$ cat config.mk
export PLATFORM = sky130hd
export DESIGN_NAME = tdm_slot_gate
export DESIGN_NICKNAME = d
export VERILOG_FILES = /design/src/rtl/tsg_pkg.sv /design/src/rtl/tsg_mask_regs.sv /design/src/rtl/tsg_slot_pick.sv /design/src/rtl/tsg_gate_fsm.sv /design/src/rtl/tdm_slot_gate.sv
export SDC_FILE = /design/constraint.sdc
export NUM_CORES = 1
export LEC_CHECK = 0
export BUFFER_PORTS_ARGS = -buffer_cell sky130_fd_sc_hd__buf_2
export CAP_MARGIN = 10
export CORE_MARGIN = 1.5
export CORE_UTILIZATION = 51
export DETAILED_ROUTE_END_ITERATION = 8
export GPL_TIMING_DRIVEN = 0
export PLACE_DENSITY_LB_ADDON = 0.3
export SETUP_SLACK_MARGIN = 0.02
export SLEW_MARGIN = 20
export SYNTH_ARGS = -nofsm -noshare
export SYNTH_HDL_FRONTEND = slang
export SYNTH_SLANG_ARGS = --single-unit
export TNS_END_PERCENT = 100
$ cat constraint.sdc
create_clock -name clk -period 1.95 [get_ports clk]
set_input_delay 0.0975 -clock clk [delete_from_list [all_inputs] [get_ports clk]]
set_output_delay 0.0975 -clock clk [all_outputs]
set_load 0.05 [all_outputs]
$ cat src/rtl/tsg_pkg.sv
package tsg_pkg;

    typedef enum logic [1:0] {
        ST_IDLE,
        ST_SEND,
        ST_MUTED,
        ST_BLANKED
    } gate_state_t;

endpackage

$ cat src/rtl/tsg_mask_regs.sv
module tsg_mask_regs #(
    parameter int NUM_SLOTS = 32,
    parameter int HALF_W    = 16,
    parameter int WORD_W    = 24,
    parameter int ADDR_W    = 2
) (
    input  logic                 clk,
    input  logic                 rst_n,
    input  logic                 reg_we,
    input  logic [ADDR_W-1:0]    reg_addr,
    input  logic [WORD_W-1:0]    reg_wdata,
    output logic [WORD_W-1:0]    reg_rdata,
    output logic [NUM_SLOTS-1:0] mask_o,
    output logic                 null_hit_o
);
    localparam int NUM_HALVES = NUM_SLOTS / HALF_W;
    localparam logic [ADDR_W-1:0] NULL_ADDR = ADDR_W'(NUM_HALVES);

    // a write to the blanking address is a pulse, nothing is stored
    assign null_hit_o = reg_we && (reg_addr == NULL_ADDR);

    for (genvar h = 0; h < NUM_HALVES; h++) begin : g_half
        logic [HALF_W-1:0] half_q;

        always_ff @(posedge clk or negedge rst_n) begin
            if (!rst_n) begin
                half_q <= '1;
            end else if (reg_we && reg_addr == ADDR_W'(h)) begin
                half_q <= reg_wdata[HALF_W-1:0];
            end
        end

        assign mask_o[h*HALF_W +: HALF_W] = half_q;

        AST_HALF_WRITE: assert property (@(posedge clk) disable iff (!rst_n)
            (reg_we && reg_addr == ADDR_W'(h)) |=> (half_q == $past(reg_wdata[HALF_W-1:0])));
    end

    always_comb begin
        reg_rdata = '0;
        for (int h = 0; h < NUM_HALVES; h++) begin
            if (reg_addr == ADDR_W'(h)) begin
                reg_rdata[HALF_W-1:0] = mask_o[h*HALF_W +: HALF_W];
            end
        end
    end

endmodule

$ cat src/rtl/tsg_slot_pick.sv
module tsg_slot_pick #(
    parameter int NUM_SLOTS = 32,
    parameter int SLOT_W    = 5
) (
    input  logic [NUM_SLOTS-1:0] mask_i,
    input  logic [SLOT_W-1:0]    slot_idx_i,
    output logic                 enabled_o
);
    logic [NUM_SLOTS-1:0] hit;

    for (genvar g = 0; g < NUM_SLOTS; g++) begin : g_slot
        assign hit[g] = mask_i[g] && (slot_idx_i == SLOT_W'(g));
    end

    assign enabled_o = |hit;

endmodule

$ cat src/rtl/tsg_gate_fsm.sv
module tsg_gate_fsm
    import tsg_pkg::*;
(
    input  logic clk,
    input  logic rst_n,
    input  logic slot_start_i,
    input  logic slot_enabled_i,
    input  logic null_hit_i,
    output logic drive_o,
    output logic req_o
);
    gate_state_t state_q, state_d;
    logic        req_q;

    always_comb begin
        state_d = state_q;
        if (slot_start_i) begin
            if (!slot_enabled_i)  state_d = ST_MUTED;    // T_START_MUTE
            else if (null_hit_i)  state_d = ST_BLANKED;  // T_START_BLANK
            else                  state_d = ST_SEND;     // T_START_SEND
        end else begin
            unique case (state_q)
                ST_IDLE:    state_d = ST_IDLE;
                ST_SEND:    state_d = null_hit_i ? ST_BLANKED : ST_SEND; // T_NULL_HIT
                ST_MUTED:   state_d = ST_MUTED;
                ST_BLANKED: state_d = ST_BLANKED;
                default:    state_d = ST_IDLE;
            endcase
        end
    end

    always_ff @(posedge clk or negedge rst_n) begin
        if (!rst_n) begin
            state_q <= ST_IDLE;
            req_q   <= 1'b0;
        end else begin
            state_q <= state_d;
            req_q   <= slot_start_i && slot_enabled_i && !null_hit_i;
        end
    end

    always_comb begin
        drive_o = 1'b0;
        unique case (state_q)
            ST_SEND:    drive_o = 1'b1;
            ST_IDLE,
            ST_MUTED,
            ST_BLANKED: drive_o = 1'b0;
            default:    drive_o = 1'b0;
        endcase
        req_o = req_q;
    end

    AST_REQ_AFTER_START: assert property (@(posedge clk) disable iff (!rst_n)
        req_o |-> $past(slot_start_i));

    AST_MUTED_HOLDS: assert property (@(posedge clk) disable iff (!rst_n)
        (state_q == ST_MUTED && !slot_start_i) |=> (state_q == ST_MUTED));

    AST_BLANK_HOLDS: assert property (@(posedge clk) disable iff (!rst_n)
        (state_q == ST_BLANKED && !slot_start_i) |=> (state_q == ST_BLANKED));

endmodule

$ cat src/rtl/tdm_slot_gate.sv
module tdm_slot_gate #(
    parameter int NUM_SLOTS = 32,
    parameter int HALF_W    = 16,
    parameter int WORD_W    = 24,
    parameter int ADDR_W    = 2,
    localparam int SLOT_W   = $clog2(NUM_SLOTS)
) (
    input  logic              clk,
    input  logic              rst_n,
    input  logic              reg_we,
    input  logic [ADDR_W-1:0] reg_addr,
    input  logic [WORD_W-1:0] reg_wdata,
    output logic [WORD_W-1:0] reg_rdata,
    input  logic              slot_start,
    input  logic [SLOT_W-1:0] slot_idx,
    input  logic              mode_sync,
    input  logic              mode_bufen,
    input  logic              mode_fs_out,
    output logic              tx_oe,
    output logic              tx_empty_req,
    output logic              ext_buf_en
);
    logic [NUM_SLOTS-1:0] mask;
    logic                 null_hit;
    logic                 slot_enabled;
    logic                 buf_mode_on;

    tsg_mask_regs #(
        .NUM_SLOTS(NUM_SLOTS), .HALF_W(HALF_W), .WORD_W(WORD_W), .ADDR_W(ADDR_W)
    ) u_regs (
        .clk        (clk),
        .rst_n      (rst_n),
        .reg_we     (reg_we),
        .reg_addr   (reg_addr),
        .reg_wdata  (reg_wdata),
        .reg_rdata  (reg_rdata),
        .mask_o     (mask),
        .null_hit_o (null_hit)
    );

    tsg_slot_pick #(.NUM_SLOTS(NUM_SLOTS), .SLOT_W(SLOT_W)) u_pick (
        .mask_i     (mask),
        .slot_idx_i (slot_idx),
        .enabled_o  (slot_enabled)
    );

    tsg_gate_fsm u_fsm (
        .clk            (clk),
        .rst_n          (rst_n),
        .slot_start_i   (slot_start),
        .slot_enabled_i (slot_enabled),
        .null_hit_i     (null_hit),
        .drive_o        (tx_oe),
        .req_o          (tx_empty_req)
    );

    assign buf_mode_on = mode_sync && mode_bufen && mode_fs_out;
    assign ext_buf_en  = buf_mode_on && tx_oe;

    AST_NULL_BLANKS: assert property (@(posedge clk) disable iff (!rst_n)
        (null_hit && !slot_start && tx_oe) |=> (!tx_oe && !ext_buf_en));

    AST_BLANK_AT_START: assert property (@(posedge clk) disable iff (!rst_n)
        (slot_start && null_hit) |=> (!tx_oe && !tx_empty_req));

    AST_REQ_WITH_DRIVE: assert property (@(posedge clk) disable iff (!rst_n)
        tx_empty_req |-> tx_oe);

endmodule

==> reports/qor.txt <==
Status - finished clean
Final antenna-violating net count - 0
CP Buf/Inv Count - 0
Post-CTS setup buffers - 0
Final sum of negative setup slack - 0 ps
RSZ-0062 raised after global routing - no
Dominant register cell in the synthesized netlist - dfstp_2
Total track usage - 0.217
Final hold violation count - 0
DIE AREA - 4410 µm²
# fillers - 304
Hold-critical path endpoint - u_regs.g_half[1].half_q[13]
Hold Crit Depth - 2
Proportion of synthesized chip area in sequential cells - 0.447
Synth area leaders - dfstp_2, mux2_2, mux2i_1
Total power per unit cell area - 914 nW/µm²
Final cycle utilization of the critical path - 0.860
Top-area cell type share of the netlist area - 0.410
Post-synth cell types - 38
Total via count after detailed routing - 1496
Reported net switching power - 761 µW
Clk root buf - clkbuf_8
Largest net degree at the start of global routing - 36
Count of input and output buffers - 46
Clock-pin slew reported for the worst setup and hold paths after clock tree synthesis - 60 ps
Largest stage delay on the critical path - 460 ps
Post-synth top area cell - dfstp_2
Instance count of the mapped netlist - 165
Element type at the critical path start - flop
IR Drop Worst-Case VDD - 0.503 mV
Internal power of the cells - 1480 µW
Clock sink count - 35
Portion of total power attributed to the clock network - 0.221
R2R Setup Slk - 270 ps
Type of the worst setup path - flop to flop
Pre-antenna DRT Iters - 4
Post-CTS Hold Buffers - 1
Final HPWL DP - 3220 µm
Proportion of total power due to net switching - 0.339
Post-layout nets - 264
Final standard cell area without fillers - 2460 µm²
Total standard cell area after synthesis - 2050 µm²
Total congestion overflow after global routing - 0
Post-detailed-route DRC marker count - 0
Cell Chain, Critical Path - mux4_2 -> and3_4 -> o41ai_2 -> o2bb2ai_2 -> a2bb2oi_2
Worst setup EP type - flop
Top-Level Pins - 65
Row count - 22
Die Ht - 66.4 µm
Fraction of registers with async set/reset - 1.00
Capture point of the worst reg-to-reg path - u_fsm.state_q[1]
Clock latency on the worst-skew pair - 290 ps
RePlAce Congestion - 0.892
# diodes - 0
Post-Route WL - 4320 µm
Most common cell after layout, fill and taps aside - buf_2
Global-route wire length before repair - 6930 µm
Highest fanout seen on the critical path - 3
Most used cells in the layout excluding fill and tap cells - buf_2, dfstp_2, mux2_2
Power share of the combinational group - 0.302
RR Startpoint - u_regs.g_half[1].half_q[15]
Required time at the worst-slack endpoint - 2160 ps
Number of CTS-inserted buffers - 5
Total of endpoints with negative setup slack in the final report - 0
Iteration-0 DRC count of the detailed router - 73
Final slew viol count - 0
Number of global-route vias before repair - 1407
Max-cap violations - 0
Maximum buffer depth of the clock tree - 2
Slew headroom - 0.498
Post-synthesis average cell area - 12.4 µm²
Final critical-path required period - 1680 ps
Core Box Area - 3770 µm²
Effective utilization at floorplan - 0.544
Achievable Freq - 596 MHz
Hold Path Class - primary input to flop
Syn. warnings - 0
Number of gates resized after cts - 0
Dominant delay contributor by cell family on the critical path - compound AO/OA/AOI/OAI gates
Post-DR wirelength/cell - 15.7 µm
Synth Register Bits - 35
Hold wc startpoint - reg_wdata[13]
CTS H-tree lvls - 2
TritonCTS clock tree - done
Worst slew pin tran - 753 ps
Area growth from synthesis to layout - 19.8%
Critical path arrival - 1890 ps
Number of enable flip-flop cells after synthesis - 0
Share of total power in sequential cells - 0.477
Path depth of the worst reg2reg path - 5
Leakage power summed over all cells - 0.00112 µW
Average vias per placed instance - 5.44
Post-Place Cell Area - 2370 µm²
Final setup skew - 8.39 ps
Slowest-stage cell, CP - mux4_2
Initial antenna violation count - 0
Share of final-layout standard cells stronger than drive strength 1 - 0.573
Width of the die - 66.4 µm
## power by group through the flow
stage               registers (µW)  logic (µW)  clock network [µW]
CTS                           1070         682                 507
global route                  1090         728                 545
detailed placement            1080         679                   0
global placement              1070         670                   0
floorplan                     1040         528                   0
finish                        1070         678                 496
## registers in the layout, summed over array words and instances, names as in the netlist
signal	count
u_fsm.req_o	1
u_fsm.state_q	2
u_regs.g_half.half_q	32
## kinds of logic after synthesis
kind of cell | after synthesis | synth area share
other | 1 | 0.00183
AO/OA/AOI/OAI | 12 | 0.0549
multiplexers | 57 | 0.318
flip-flops | 35 | 0.447
AND/OR/NAND/NOR | 40 | 0.119
buffers and inverters | 20 | 0.0598
## cell usage after synthesis, types with 2 or more instances
cell	count
dfstp_2	32
mux2_2	21
nor2_1	20
mux2i_1	19
mux2_1	14
buf_4	10
buf_2	4
clkbuf_1	3
dfrtp_1	3
mux4_2	3
nand3b_1	3
a32oi_1	2
inv_1	2
nand2_1	2
nand4b_1	2
nor4b_1	2
o21ai_0	2
## through the flow
step | utilization | hold slack [ps] | std cells | total power (µW) | setup WS, ps
6_report | 0.652 | 37.1 | 275 | 2250 | 274
2_1_floorplan | - | -198 | 172 | 1570 | 195
4_1_cts | 0.652 | 34.6 | 275 | 2260 | 277
5_1_grt | 0.652 | 29.4 | 275 | 2360 | 244
3_3_place_gp | 0.628 | 198 | 266 | 1740 | 229
3_5_place_dp | 0.628 | 200 | 266 | 1760 | 199
## routing by layer
layer / global-route usage / part of all wire / vias to the layer above
met2: 0.334 / 0.47 / 49
met3: 0.0562 / 0.057 / 5
met5: 0 / 0 / -
met4: 0.0612 / 0.012 / 0
li1: - / - / 708
met1: 0.303 / 0.46 / 734
## worst max path at each step
stage / to / slack [ps] / depth (start not counted) / from
detailed placement: u_regs.g_half[0].half_q[9] / 200 / 4 / reg_addr[1]
global route: u_fsm.state_q[1] / 240 / 5 / u_regs.g_half[1].half_q[15]
finish: u_fsm.state_q[1] / 270 / 5 / u_regs.g_half[1].half_q[15]
CTS: u_fsm.state_q[1] / 280 / 5 / u_regs.g_half[1].half_q[15]
floorplan: ext_buf_en / 190 / 3 / u_fsm.state_q[0]
global placement: u_regs.g_half[0].half_q[5] / 230 / 4 / reg_addr[1]
## cell type report
cell class | instances | area, µm² | area share
multi-input cells | 117 | 1040 | 0.423
flip-flops and latches | 35 | 916 | 0.373
repair buffers | 47 | 240 | 0.0978
plain buffers | 18 | 115 | 0.0468
clock buffers | 8 | 80.1 | 0.0326
well taps | 48 | 60.1 | 0.0244
inverters | 2 | 7.51 | 0.00305
No activity file was read; power rests on OpenSTA's default activity.
